**config.mk**
```make
export PLATFORM = sky130hd
export DESIGN_NAME = disc_event_reg
export DESIGN_NICKNAME = d
export VERILOG_FILES = /design/src/rtl/disc_evt_pkg.sv /design/src/rtl/disc_hist.sv /design/src/rtl/disc_evt_bank.sv /design/src/rtl/disc_irq.sv /design/src/rtl/disc_event_reg.sv
export SDC_FILE = /design/constraint.sdc
export NUM_CORES = 1
export LEC_CHECK = 0
export BUFFER_PORTS_ARGS = -buffer_cell sky130_fd_sc_hd__buf_2
export CORE_MARGIN = 4
export CORE_UTILIZATION = 59
export CTS_BUF_LIST = sky130_fd_sc_hd__clkbuf_8
export DETAILED_ROUTE_END_ITERATION = 10
export HOLD_SLACK_MARGIN = 0.05
export PLACE_DENSITY = 0.87
export SLEW_MARGIN = 20
export SYNTH_ARGS = -nofsm -noshare
export SYNTH_HDL_FRONTEND = slang
export SYNTH_SLANG_ARGS = --single-unit
```
**constraint.sdc**
```tcl
create_clock -name clk -period 1.77 [get_ports clk]
set_input_delay 0.0885 -clock clk [delete_from_list [all_inputs] [get_ports clk]]
set_output_delay 0.0885 -clock clk [all_outputs]
set_load 0.01 [all_outputs]
```
**src/rtl/disc_evt_pkg.sv**
```systemverilog
package disc_evt_pkg;

    typedef enum logic {
        HIST_EMPTY = 1'b0,
        HIST_VALID = 1'b1
    } hist_state_e;

    localparam int REG_ADDR_W = 2;
    localparam logic [REG_ADDR_W-1:0] ADDR_EVT  = 2'd0;
    localparam logic [REG_ADDR_W-1:0] ADDR_CTRL = 2'd1;
    localparam logic [REG_ADDR_W-1:0] ADDR_MASK = 2'd2;

    localparam int CTRL_INT_EN  = 0;
    localparam int CTRL_DET_CHG = 1;
    localparam int CTRL_CLS_CHG = 2;

endpackage

```
**src/rtl/disc_hist.sv**
```systemverilog
module disc_hist
    import disc_evt_pkg::*;
#(
    parameter int CODE_W = 4
) (
    input  logic              clk,
    input  logic              rst_n,
    input  logic              done,
    input  logic [CODE_W-1:0] code,
    input  logic              chg_en,
    output logic              report
);

    hist_state_e       state_q, state_d;
    logic [CODE_W-1:0] prev_q;

    // State register: the stored code follows every completed cycle
    always_ff @(posedge clk or negedge rst_n) begin
        if (!rst_n) begin
            state_q <= HIST_EMPTY;
            prev_q  <= '0;
        end else begin
            state_q <= state_d;
            if (done) begin
                prev_q <= code;
            end
        end
    end

    // Next state and event decision
    always_comb begin
        state_d = state_q;
        report  = 1'b0;
        unique case (state_q)
            HIST_EMPTY: begin
                if (done) begin
                    state_d = HIST_VALID;   // capture
                    report  = 1'b1;
                end
            end
            HIST_VALID: begin
                if (done) begin
                    state_d = HIST_VALID;   // refresh
                    report  = !chg_en || (code != prev_q);
                end
            end
            default: state_d = HIST_EMPTY;
        endcase
    end

endmodule

```
**src/rtl/disc_evt_bank.sv**
```systemverilog
module disc_evt_bank #(
    parameter int W = 8
) (
    input  logic         clk,
    input  logic         rst_n,
    input  logic [W-1:0] set,
    input  logic [W-1:0] clr,
    output logic [W-1:0] evt
);

    logic [W-1:0] evt_q;

    // A new event outweighs a clear in the same cycle
    always_ff @(posedge clk or negedge rst_n) begin
        if (!rst_n) begin
            evt_q <= '0;
        end else begin
            evt_q <= (evt_q & ~clr) | set;
        end
    end

    assign evt = evt_q;

endmodule

```
**src/rtl/disc_irq.sv**
```systemverilog
module disc_irq #(
    parameter int NUM_CH = 4
) (
    input  logic [2*NUM_CH-1:0] evt,
    input  logic                int_en,
    input  logic [1:0]          mask,
    output logic                irq_n
);

    logic det_sum, cls_sum;

    assign det_sum = |evt[NUM_CH-1:0];
    assign cls_sum = |evt[2*NUM_CH-1:NUM_CH];

    always_comb begin
        irq_n = !(int_en && ((det_sum && mask[0]) || (cls_sum && mask[1])));
    end

endmodule

```
**src/rtl/disc_event_reg.sv**
```systemverilog
module disc_event_reg
    import disc_evt_pkg::*;
#(
    parameter int NUM_CH = 4,
    parameter int CODE_W = 4,
    parameter int DATA_W = 8,
    parameter int ADDR_W = REG_ADDR_W
) (
    input  logic                     clk,
    input  logic                     rst_n,
    input  logic [NUM_CH-1:0]        det_done,
    input  logic [NUM_CH*CODE_W-1:0] det_code,
    input  logic [NUM_CH-1:0]        cls_done,
    input  logic [NUM_CH*CODE_W-1:0] cls_code,
    input  logic                     wr_en,
    input  logic [ADDR_W-1:0]        addr,
    input  logic [DATA_W-1:0]        wdata,
    output logic [DATA_W-1:0]        rdata,
    output logic                     irq_n
);

    localparam int EVT_W = 2 * NUM_CH;

    logic              int_en_q, det_chg_q, cls_chg_q;
    logic [1:0]        mask_q;
    logic [NUM_CH-1:0] det_rep, cls_rep;
    logic [EVT_W-1:0]  evt_set, evt_clr, evt_q;
    logic              wr_evt, wr_ctrl, wr_mask;

    assign wr_evt  = wr_en && (addr == ADDR_W'(ADDR_EVT));
    assign wr_ctrl = wr_en && (addr == ADDR_W'(ADDR_CTRL));
    assign wr_mask = wr_en && (addr == ADDR_W'(ADDR_MASK));

    always_ff @(posedge clk or negedge rst_n) begin
        if (!rst_n) begin
            int_en_q  <= 1'b1;
            det_chg_q <= 1'b0;
            cls_chg_q <= 1'b0;
            mask_q    <= 2'b00;
        end else begin
            if (wr_ctrl) begin
                int_en_q  <= wdata[CTRL_INT_EN];
                det_chg_q <= wdata[CTRL_DET_CHG];
                cls_chg_q <= wdata[CTRL_CLS_CHG];
            end
            if (wr_mask) begin
                mask_q <= wdata[1:0];
            end
        end
    end

    for (genvar i = 0; i < NUM_CH; i++) begin : g_ch
        disc_hist #(.CODE_W(CODE_W)) u_det_hist (
            .clk    (clk),
            .rst_n  (rst_n),
            .done   (det_done[i]),
            .code   (det_code[i*CODE_W +: CODE_W]),
            .chg_en (det_chg_q),
            .report (det_rep[i])
        );
        disc_hist #(.CODE_W(CODE_W)) u_cls_hist (
            .clk    (clk),
            .rst_n  (rst_n),
            .done   (cls_done[i]),
            .code   (cls_code[i*CODE_W +: CODE_W]),
            .chg_en (cls_chg_q),
            .report (cls_rep[i])
        );
    end

    assign evt_set = {cls_rep, det_rep};
    assign evt_clr = wr_evt ? wdata[EVT_W-1:0] : '0;

    disc_evt_bank #(.W(EVT_W)) u_bank (
        .clk   (clk),
        .rst_n (rst_n),
        .set   (evt_set),
        .clr   (evt_clr),
        .evt   (evt_q)
    );

    disc_irq #(.NUM_CH(NUM_CH)) u_irq (
        .evt    (evt_q),
        .int_en (int_en_q),
        .mask   (mask_q),
        .irq_n  (irq_n)
    );

    always_comb begin
        rdata = '0;
        if (addr == ADDR_W'(ADDR_EVT)) begin
            rdata[EVT_W-1:0] = evt_q;
        end else if (addr == ADDR_W'(ADDR_CTRL)) begin
            rdata[CTRL_INT_EN]  = int_en_q;
            rdata[CTRL_DET_CHG] = det_chg_q;
            rdata[CTRL_CLS_CHG] = cls_chg_q;
        end else if (addr == ADDR_W'(ADDR_MASK)) begin
            rdata[1:0] = mask_q;
        end
    end

endmodule

```
==> results_dict.tcl, run 1 <==
set metrics [dict create \
    status "finished, final reports clean" \
    slowest_delay_ns 0.45 \
    placed_area_um2 2850 \
    period_needed_ns 1.63 \
    clkLatencyLatePin_ns 0.30 \
    crit_path_end_kind "output port" \
    reg2reg_depth 3 \
    track_usage_pct 20.0 \
    die_w_um 73.3 \
    postRouteAntennaNets 0 \
    fin_skew_ns 0.00913 \
    drive_gt1_share_pct 39.2 \
    routabilityCongestion 0.827 \
    vias_per_cell 5.34 \
    antenna_found_initial 0 \
    crit_top_cell "nand2_1" \
    num_antenna_cells 0 \
    maxSlewViolCount 0 \
    synth.distinct_cells 27 \
    dieHeight_um 73.3 \
    initial_core_util_pct 61.9 \
    netlist_instances 203 \
    dpl.hpwl_um 3500 \
    clock-root-buffer "clkbuf_8" \
    min_to "g_ch[3].u_det_hist.prev_q[0]$_DFFE_PN0P_" \
    rrSetupSlack_ns 0.53 \
    syn_to_final_growth_pct 28.7 \
    r2r_end "u_bank.evt[5]$_DFF_PN0_" \
    synth.area.top_cells "dfrtp_1 (52%), mux2_2 (14%), xor2_1 (9.4%)" \
    ys_seq_area_share_pct 52.8 \
    yosys.area.top_type_share_pct 51.8 \
    htreeDepth 2 \
    num_io_pins 62 \
    cap_violations 0 \
    p_leak_nw 1.42 \
    cts_resized 0 \
    num_vias 1832 \
    numCtsBuffers 5 \
    avgSynthCellArea_um2 12.4 \
    dieArea_um2 5370 \
    syn-cell-area_um2 2510 \
    wire_per_inst_um 14.4 \
    worstReg2RegStart "g_ch[1].u_cls_hist.prev_q[0]$_DFFE_PN0P_" \
    design_area_um2 3230 \
    setup_viol 0 \
    grt_max_degree 29 \
    finalPower_mw 2.50 \
    synth_largest_area_cell "dfrtp_1" \
    regArea_um2 1330 \
    n_fill_cell 253 \
    tightest_slew_ns 0.611 \
    cts_tree "done" \
    vdd_drop_max_uv 653 \
    synth_seq_cells 53 \
    multi_input_area_um2 1120 \
    report.final.hold_viol_count 0 \
    cp_max_fo 3 \
    yosysWarnings 0 \
    coreArea_um2 4060 \
    dr.pass1.iters 4 \
    clock-sinks 53 \
    path_cells "o41ai_1 -> nand2_1 -> nand2_1 -> buf_2" \
    drc_errors 0 \
    num_rows 23 \
    grt.overflow.total 0 \
    power_density_nw_per_um2 772 \
    startpoint_type "flip-flop" \
    hp-class "input pin to flip-flop" \
    grt_pass1_wl_um 8290 \
    fin_setup_tns_ns 0 \
    hold_depth 2 \
    max_freq_ghz 0.614 \
    grt_pass1_vias 1930 \
    finalCritPeriodShare_pct 92.0 \
    layout_commonest_cell "buf_2" \
    worstPathArrival_ns 1.54 \
    worst-setup-path-type "flip-flop to output port" \
    wl_um 4930 \
    rsz0062_at_grt "false" \
    worstPathRequired_ns 1.68 \
    holdCritStartpoint "det_code[12]" \
    layout_common_cells "buf_2 (61), dfrtp_1 (52), mux2_2 (32)" \
    clk_path_buf_depth 2 \
    nets 345 \
    syn_nets 256 \
    drt_iter0_markers 85 \
    clk_pin_slew_worst_paths_ns 0.09 \
    numPortBuffers 61 \
    slowest_stage "o41ai_1" \
    slew_headroom_pct 59.3 \
]
[synth_stat cells (all sizes together)]
cell type  number
a221o           5
and2            5
buf             2
clkbuf          8
dfrtp          52
dfstp           1
inv             3
mux2           34
mux2i           3
nand2          11
nand3          13
nand3b          1
nor2            2
nor2b           1
o21ai          11
o31a            5
o31ai           3
o41ai           2
or2             8
or3b            1
xnor2           5
xor2           27
[per-stage QoR]
stage          util (%)  hold WS, ns  setup slack, ns  instances
3_5_place_dp       70.3        0.137            0.552        305
4_1_cts            79.7       0.0500            0.161        343
6_report           79.7       0.0525            0.141        343
3_3_place_gp       70.3        0.130            0.571        305
5_1_grt            79.7       0.0555           0.0238        343
2_1_floorplan         -       -0.207            0.609        203
[worst max path at each step]
stage	start	to	slack, ns	cells past startpoint
5_1_grt	u_bank.evt[3]$_DFF_PN0_	irq_n	0.02	4
2_1_floorplan	g_ch[3].u_cls_hist.prev_q[0]$_DFFE_PN0P_	u_bank.evt[7]$_DFF_PN0_	0.61	3
6_report	u_bank.evt[3]$_DFF_PN0_	irq_n	0.14	4
4_1_cts	u_bank.evt[3]$_DFF_PN0_	irq_n	0.16	4
3_3_place_gp	g_ch[1].u_cls_hist.prev_q[0]$_DFFE_PN0P_	u_bank.evt[5]$_DFF_PN0_	0.57	3
3_5_place_dp	u_bank.evt[5]$_DFF_PN0_	irq_n	0.55	4
[registers in the layout, indices dropped and copies added, names as in the netlist]
name and flops:
g_ch.u_det_hist.prev_q 16, g_ch.u_cls_hist.state_q 4, g_ch.u_det_hist.state_q 4, mask_q 2
cls_chg_q 1, int_en_q 1, g_ch.u_cls_hist.prev_q 16, u_bank.evt 8
det_chg_q 1
[cell type report]
cell class              instances  share of cell area, %
well taps                      50                   1.93
repair buffers                 92                   19.3
clock inverters                 3                  0.426
multi-input cells             137                   34.8
clock buffers                   5                   2.13
inverters                       3                  0.348
flip-flops and latches         53                   41.0
[metal layers]
layer	wire (µm)	vias up	GRT usage [%]
li1	-	883	-
met1	2030	891	23.9
met2	2520	54	35.3
met3	334	4	4.79
met4	48	0	6.76
met5	0	-	0
[power breakdown]
part	leakage [nW]	switching [mW]	internal, mW	total (mW)
registers	0.575	0.0769	1.31	1.39
logic	0.800	0.202	0.271	0.473
clock network	0.0491	0.367	0.269	0.636
total	1.42	0.646	1.85	2.50
[logic make-up (layout without fill, tap and decap cells)]
group	count (synthesis)	in the layout	share of synthesized area, %
flops	53	53	52.8
mux	37	37	16.7
xor+xnor	32	32	11.2
compound gates	26	26	7.52
simple gates	42	42	9.36
buf+inv	13	103	2.39
[worst max-delay path: cells and delay by family, from the launching register on]
kind                   cells  cell delay [ns]
AO/OA/AOI/OAI              1             0.45
AND/OR/NAND/NOR            2             0.22
buffers and inverters      1             0.14
flip-flops                 1             0.42
[repair_timing]
item                       in CTS  in global routing
hold buffers                   30                  0
buffers inserted                0                  0
setup endpoints to repair       0                  0
hold endpoints to repair       55                  0
Power figures use the tool's default switching activity.
==> run 2: changes to the inputs <==
--- a/config.mk
+++ b/config.mk
@@ -7,11 +7,10 @@
 export LEC_CHECK = 0
 export BUFFER_PORTS_ARGS = -buffer_cell sky130_fd_sc_hd__buf_2
 export CORE_MARGIN = 4
-export CORE_UTILIZATION = 59
-export CTS_BUF_LIST = sky130_fd_sc_hd__clkbuf_8
+export CORE_UTILIZATION = 57
 export DETAILED_ROUTE_END_ITERATION = 10
 export HOLD_SLACK_MARGIN = 0.05
-export PLACE_DENSITY = 0.87
+export PLACE_DENSITY = 0.85
 export SLEW_MARGIN = 20
 export SYNTH_ARGS = -nofsm -noshare
 export SYNTH_HDL_FRONTEND = slang
==> results_dict.tcl, run 2 (synthesis results as in run 1) <==
set metrics [dict create \
    status "finished, final reports clean" \
    htreeDepth 2 \
    max_freq_ghz 0.657 \
    dr.pass1.iters 4 \
    hold_depth 2 \
    vias_per_cell 5.31 \
    path_buf_inv 1 \
    crit_top_cell "nand2_1" \
    slowest_stage "o41ai_1" \
    dieHeight_um 74.4 \
    path_cells "o41ai_1 -> nand2_1 -> nand2_1 -> buf_2" \
    stdcell_count 349 \
    fin_skew_ns 0.00469 \
    clk_path_buf_depth 2 \
    layout_setup_ws_ns 0.248 \
    wire_per_inst_um 14.7 \
    grt_pass1_wl_um 8320 \
    numCtsBuffers 5 \
    hold_slack_ns 0.0870 \
    slew_headroom_pct 57.6 \
    coreArea_um2 4140 \
    drive_gt1_share_pct 38.5 \
    slowest_delay_ns 0.42 \
    antenna_found_initial 0 \
    regArea_um2 1330 \
    worstPathRequired_ns 1.68 \
    nets 351 \
    tightest_slew_ns 0.637 \
    crit_path_end_kind "output port" \
    syn_to_final_growth_pct 30.6 \
    min_to "g_ch[0].u_det_hist.state_q$_DFF_PN0_" \
    rsz0062_at_grt "false" \
    n_fill_cell 265 \
    cap_violations 0 \
    placed_area_um2 2840 \
    design_area_um2 3280 \
    clkLatencyLatePin_ns 0.31 \
    drt_iter0_markers 70 \
    grt_max_degree 54 \
    dieArea_um2 5530 \
    finalCritPeriodShare_pct 86.0 \
    finalPower_mw 2.52 \
    dpl.hpwl_um 3390 \
    period_needed_ns 1.52 \
    worst_path_dominant_cell_family "compound AO/OA/AOI/OAI gates" \
    postRouteAntennaNets 0 \
    dp.cells 305 \
    clk_pin_slew_worst_paths_ns 0.09 \
    clock-sinks 53 \
    num_rows 23 \
    vdd_drop_max_uv 624 \
    wl_met1_um 2110 \
    initial_core_util_pct 60.6 \
    worstPathArrival_ns 1.43 \
    num_antenna_cells 0 \
    p_leak_nw 1.44 \
    fin_setup_tns_ns 0 \
    num_io_pins 62 \
    clock-root-buffer "clkbuf_8" \
    grt_pass1_vias 1821 \
    worst-setup-path-type "flip-flop to output port" \
    startpoint_type "flip-flop" \
    drc_errors 0 \
    pre_cts_slack_ns 0.558 \
    fin_util_pct 79.2 \
    dr_wl_met3_um 321 \
    routabilityCongestion 0.750 \
    rrSetupSlack_ns 0.52 \
    maxSlewViolCount 0 \
    track_usage_pct 20.1 \
    layout_commonest_cell "buf_2" \
    hp-class "input pin to flip-flop" \
    r2r_end "u_bank.evt[6]$_DFF_PN0_" \
    reg2reg_depth 3 \
    grt.overflow.total 0 \
    multi_input_area_um2 1120 \
    worstReg2RegStart "g_ch[2].u_cls_hist.prev_q[0]$_DFFE_PN0P_" \
    routed-wl-met2_um 2590 \
    wl_um 5120 \
    cp_max_fo 3 \
    top_layer "met4" \
    layout_common_cells "buf_2 (61), dfrtp_1 (52), dlygate4sd3_1 (36)" \
    setup_viol 0 \
    num_vias 1853 \
    power_density_nw_per_um2 767 \
    report.final.hold_viol_count 0 \
    die_w_um 74.4 \
    holdCritStartpoint "det_done[0]" \
    cts_tree "done" \
    numPortBuffers 61 \
]
-- run 2: per-layer routing --
metal	track usage [%]	up-vias
met4	7.11	0
met2	33.2	58
met5	0	-
met3	5.41	13
met1	25.5	891
li1	-	891
-- run 2: power breakdown --
part | internal [mW] | total, mW | switching (mW) | leakage [nW]
Sequential | 1.31 | 1.39 | 0.0776 | 0.575
Clock | 0.275 | 0.650 | 0.375 | 0.0450
Combinational | 0.276 | 0.480 | 0.204 | 0.821
-- run 2: how the worst max path moves through the flow --
| stage | end | start | depth (start not counted) | slack (ns) |
|---|---|---|---|---|
| 2_1_floorplan | u_bank.evt[7]$_DFF_PN0_ | g_ch[3].u_cls_hist.prev_q[0]$_DFFE_PN0P_ | 3 | 0.61 |
| 3_3_place_gp | u_bank.evt[4]$_DFF_PN0_ | g_ch[0].u_cls_hist.prev_q[0]$_DFFE_PN0P_ | 3 | 0.58 |
| 3_5_place_dp | u_bank.evt[6]$_DFF_PN0_ | g_ch[2].u_cls_hist.prev_q[3]$_DFFE_PN0P_ | 3 | 0.56 |
| 4_1_cts | irq_n | u_bank.evt[5]$_DFF_PN0_ | 4 | 0.23 |
| 5_1_grt | irq_n | u_bank.evt[5]$_DFF_PN0_ | 4 | 0.13 |
| 6_report | irq_n | u_bank.evt[5]$_DFF_PN0_ | 4 | 0.25 |
-- run 2: area by class of cell --
type | count | area share (%)
Sequential cell | 53 | 40.4
Multi-Input combinational cell | 137 | 34.3
Timing Repair Buffer | 98 | 20.5
Clock buffer | 6 | 2.21
Tap cell | 50 | 1.91
Inverter | 3 | 0.343
Clock inverter | 2 | 0.305
-- run 2: timing repair --
item / 4_1_cts / 5_1_grt
resized for setup: 0 / 0
hold buffers: 36 / 0
endpoints found under the hold margin: 88 / 0
buffers inserted: 0 / 0
-- run 2: worst register-to-register path: stages, from the launching register on --
cell     delay, ns
dfrtp_1       0.42
xor2_1        0.18
o31a_1        0.27
a221o_1       0.26
==> run 3: changes to the inputs <==
--- a/config.mk
+++ b/config.mk
@@ -5,9 +5,10 @@
 export SDC_FILE = /design/constraint.sdc
 export NUM_CORES = 1
 export LEC_CHECK = 0
+export ABC_AREA = 1
 export BUFFER_PORTS_ARGS = -buffer_cell sky130_fd_sc_hd__buf_2
 export CORE_MARGIN = 4
-export CORE_UTILIZATION = 57
+export CORE_UTILIZATION = 58
 export DETAILED_ROUTE_END_ITERATION = 10
 export HOLD_SLACK_MARGIN = 0.05
 export PLACE_DENSITY = 0.85
==> results_dict.tcl, run 3 <==
set metrics [dict create \
    cp_max_fo 2 \
    syn-cell-area_um2 2710 \
    num_antenna_cells 0 \
    startpoint_type "flip-flop" \
    layout_setup_ws_ns 0.423 \
    power_density_nw_per_um2 772 \
    slew_headroom_pct 62.2 \
    cap_violations 0 \
    period_needed_ns 1.35 \
    syn_to_final_growth_pct 29.3 \
    finalPower_mw 2.70 \
    clk_pin_slew_worst_paths_ns 0.09 \
    max_freq_ghz 0.742 \
    report.final.hold_viol_count 0 \
    wire_per_inst_um 11.0 \
    num_rows 24 \
    path_buf_inv 2 \
    yosysWarnings 0 \
    path_cells "inv_1 -> nand3_1 -> o21ai_0 -> nand2_1 -> nand2_1 -> buf_2" \
    synth_edf_count 0 \
    rsz0062_at_grt "false" \
    initial_core_util_pct 60.9 \
    antenna_found_initial 0 \
    die_w_um 76.3 \
    drc_errors 0 \
    synth.area.top_cells "dfrtp_1 (48%), nand2_1 (19%), inv_1 (8.5%)" \
    num_vias 2530 \
    tightest_slew_ns 0.567 \
    slowest_stage "dfrtp_1" \
    dpl.hpwl_um 4180 \
    vias_per_cell 4.76 \
    numPortBuffers 61 \
    layout_commonest_cell "nand2_1" \
    worst_path_dominant_cell_family "flip-flops" \
    worstPathArrival_ns 1.26 \
    synth_fa_ha_area_share_pct 0 \
    finalCritPeriodShare_pct 76.1 \
    coreArea_um2 4440 \
    hold_slack_ns 0.0558 \
    track_usage_pct 21.8 \
    fin_skew_ns 0.00461 \
    dieArea_um2 5830 \
    clock-sinks 53 \
    crit_path_end_kind "output port" \
    nets 531 \
    fin_util_pct 78.7 \
    status "finished, final reports clean" \
    clk_path_buf_depth 2 \
    grt_pass1_wl_um 10600 \
    synth_mux_area_share_pct 0 \
    synth_seq_cells 53 \
    synth.most_common_cell "nand2_1" \
    clock-root-buffer "clkbuf_8" \
    hold_depth 3 \
    avgSynthCellArea_um2 7.01 \
    worst-setup-path-type "flip-flop to output port" \
    cts_tree "done" \
    drt_iter0_markers 119 \
    dr.pass1.iters 4 \
    pre_cts_slack_ns 0.719 \
    yosys.area_share.simple_pct 32.6 \
    grt.overflow.total 0 \
    synthFlopType "dfrtp_1" \
    grt_max_degree 31 \
    vdd_drop_max_uv 557 \
    p_leak_nw 1.95 \
    routabilityCongestion 0.797 \
    slowest_delay_ns 0.38 \
    dieHeight_um 76.3 \
    synth_top_family_by_area "simple AND/OR/NAND/NOR gates" \
    yosys-top-cells-count "nand2_1 (138), inv_1 (61), dfrtp_1 (52), nor2_1 (47), o21ai_0 (41)" \
    wl_um 5860 \
    maxSlewViolCount 0 \
    postRouteAntennaNets 0 \
    setup_viol 0 \
    reg2reg_depth 5 \
    num_io_pins 62 \
    crit_top_cell "nand2_1" \
    synth-async-reset-ratio_pct 100 \
    syn_nets 439 \
    synth.distinct_cells 16 \
    grt_pass1_vias 2508 \
    synth_compound_area_share_pct 8.50 \
    worstPathRequired_ns 1.68 \
    synth_largest_area_cell "dfrtp_1" \
    htreeDepth 2 \
    yosys.area_share.xor_xnor_pct 0 \
    cp.depth 6 \
    clkLatencyLatePin_ns 0.30 \
    yosys.area.top_type_share_pct 48.1 \
    hp-class "input pin to flip-flop" \
    ys_seq_area_share_pct 49.0 \
    numCtsBuffers 5 \
    netlist_instances 386 \
    drive_gt1_share_pct 17.3 \
    layout_common_cells "nand2_1 (138), inv_1 (61), buf_2 (61)" \
    fin_setup_tns_ns 0 \
]
==> run 3: cell types whose count changed in the layout (fill, tap and decap cells not counted), moves of 7 or more <==
cell	before	now
nand3_1	13	20
inv_1	3	61
o21ai_0	8	41
xor2_1	27	0
nand2_1	10	138
mux2_2	32	0
nor2_1	1	47
==> run 3: routing by layer <==
metal	GRT usage, %	vias to the layer above	part of all wire [%]
met5	0	-	0
met1	27.3	1122	46
met2	38.0	54	47
li1	-	1346	-
met4	5.98	0	1.3
met3	5.08	8	5.5
==> run 3: cell families after synthesis <==
group | Yosys count
DFF | 53
AOI/OAI and AO/OA | 45
and+or+nand+nor | 217
buffers and inverters | 71
==> run 3: final cells by class <==
| cell class | count | area, µm² |
|---|---|---|
| inverter | 62 | 233 |
| clock inverter | 1 | 30.0 |
| fill | 329 | 945 |
| clock buffer | 7 | 86.3 |
| timing repair buffer | 94 | 646 |
| sequential | 53 | 1330 |
| tap | 52 | 65.1 |
| multi-input combinational | 262 | 1110 |
==> run 3: path summary, 6_finish.rpt <==
check | from | to | slack [ns]
setup / recovery | u_bank.evt[1]$_DFF_PN0_ | irq_n | 0.42
hold / removal | det_code[13] | g_ch[3].u_det_hist.prev_q[1]$_DFFE_PN0P_ | 0.06
setup reg to reg | det_chg_q$_DFFE_PN0P_ | u_bank.evt[1]$_DFF_PN0_ | 0.79
hold reg to reg | g_ch[0].u_cls_hist.state_q$_DFF_PN0_ | g_ch[0].u_cls_hist.state_q$_DFF_PN0_ | 0.47
max in group asynchronous | rst_n | int_en_q$_DFFE_PN1P_ | 0.84
min in group asynchronous | rst_n | g_ch[1].u_cls_hist.prev_q[1]$_DFFE_PN0P_ | 0.31
==> run 3: timing repair <==
action                    in CTS  in global routing
hold buffers                  32                  0
resized for setup              0                  0
buffers inserted               0                  0
hold endpoints to repair      54                  0
==> run 3: power breakdown <==
part / leakage, nW / internal [mW] / switching (mW)
clock: 0.0585 / 0.461 / 0.376
combinational: 1.30 / 0.219 / 0.283
sequential: 0.590 / 1.30 / 0.0577
total: 1.95 / 1.98 / 0.717
==> run 3: worst reg2reg max path, delay by kind of cell (launching register included) <==
kind	cells	cell delay [ns]
DFF	1	0.49
and+or+nand+nor	5	0.39
==> run 3: stage by stage <==
step / instances / area, µm²
floorplan: 386 / 2710
global placement: 491 / 3060
detailed placement: 491 / 3060
CTS: 531 / 3500
global route: 531 / 3500
finish: 531 / 3500
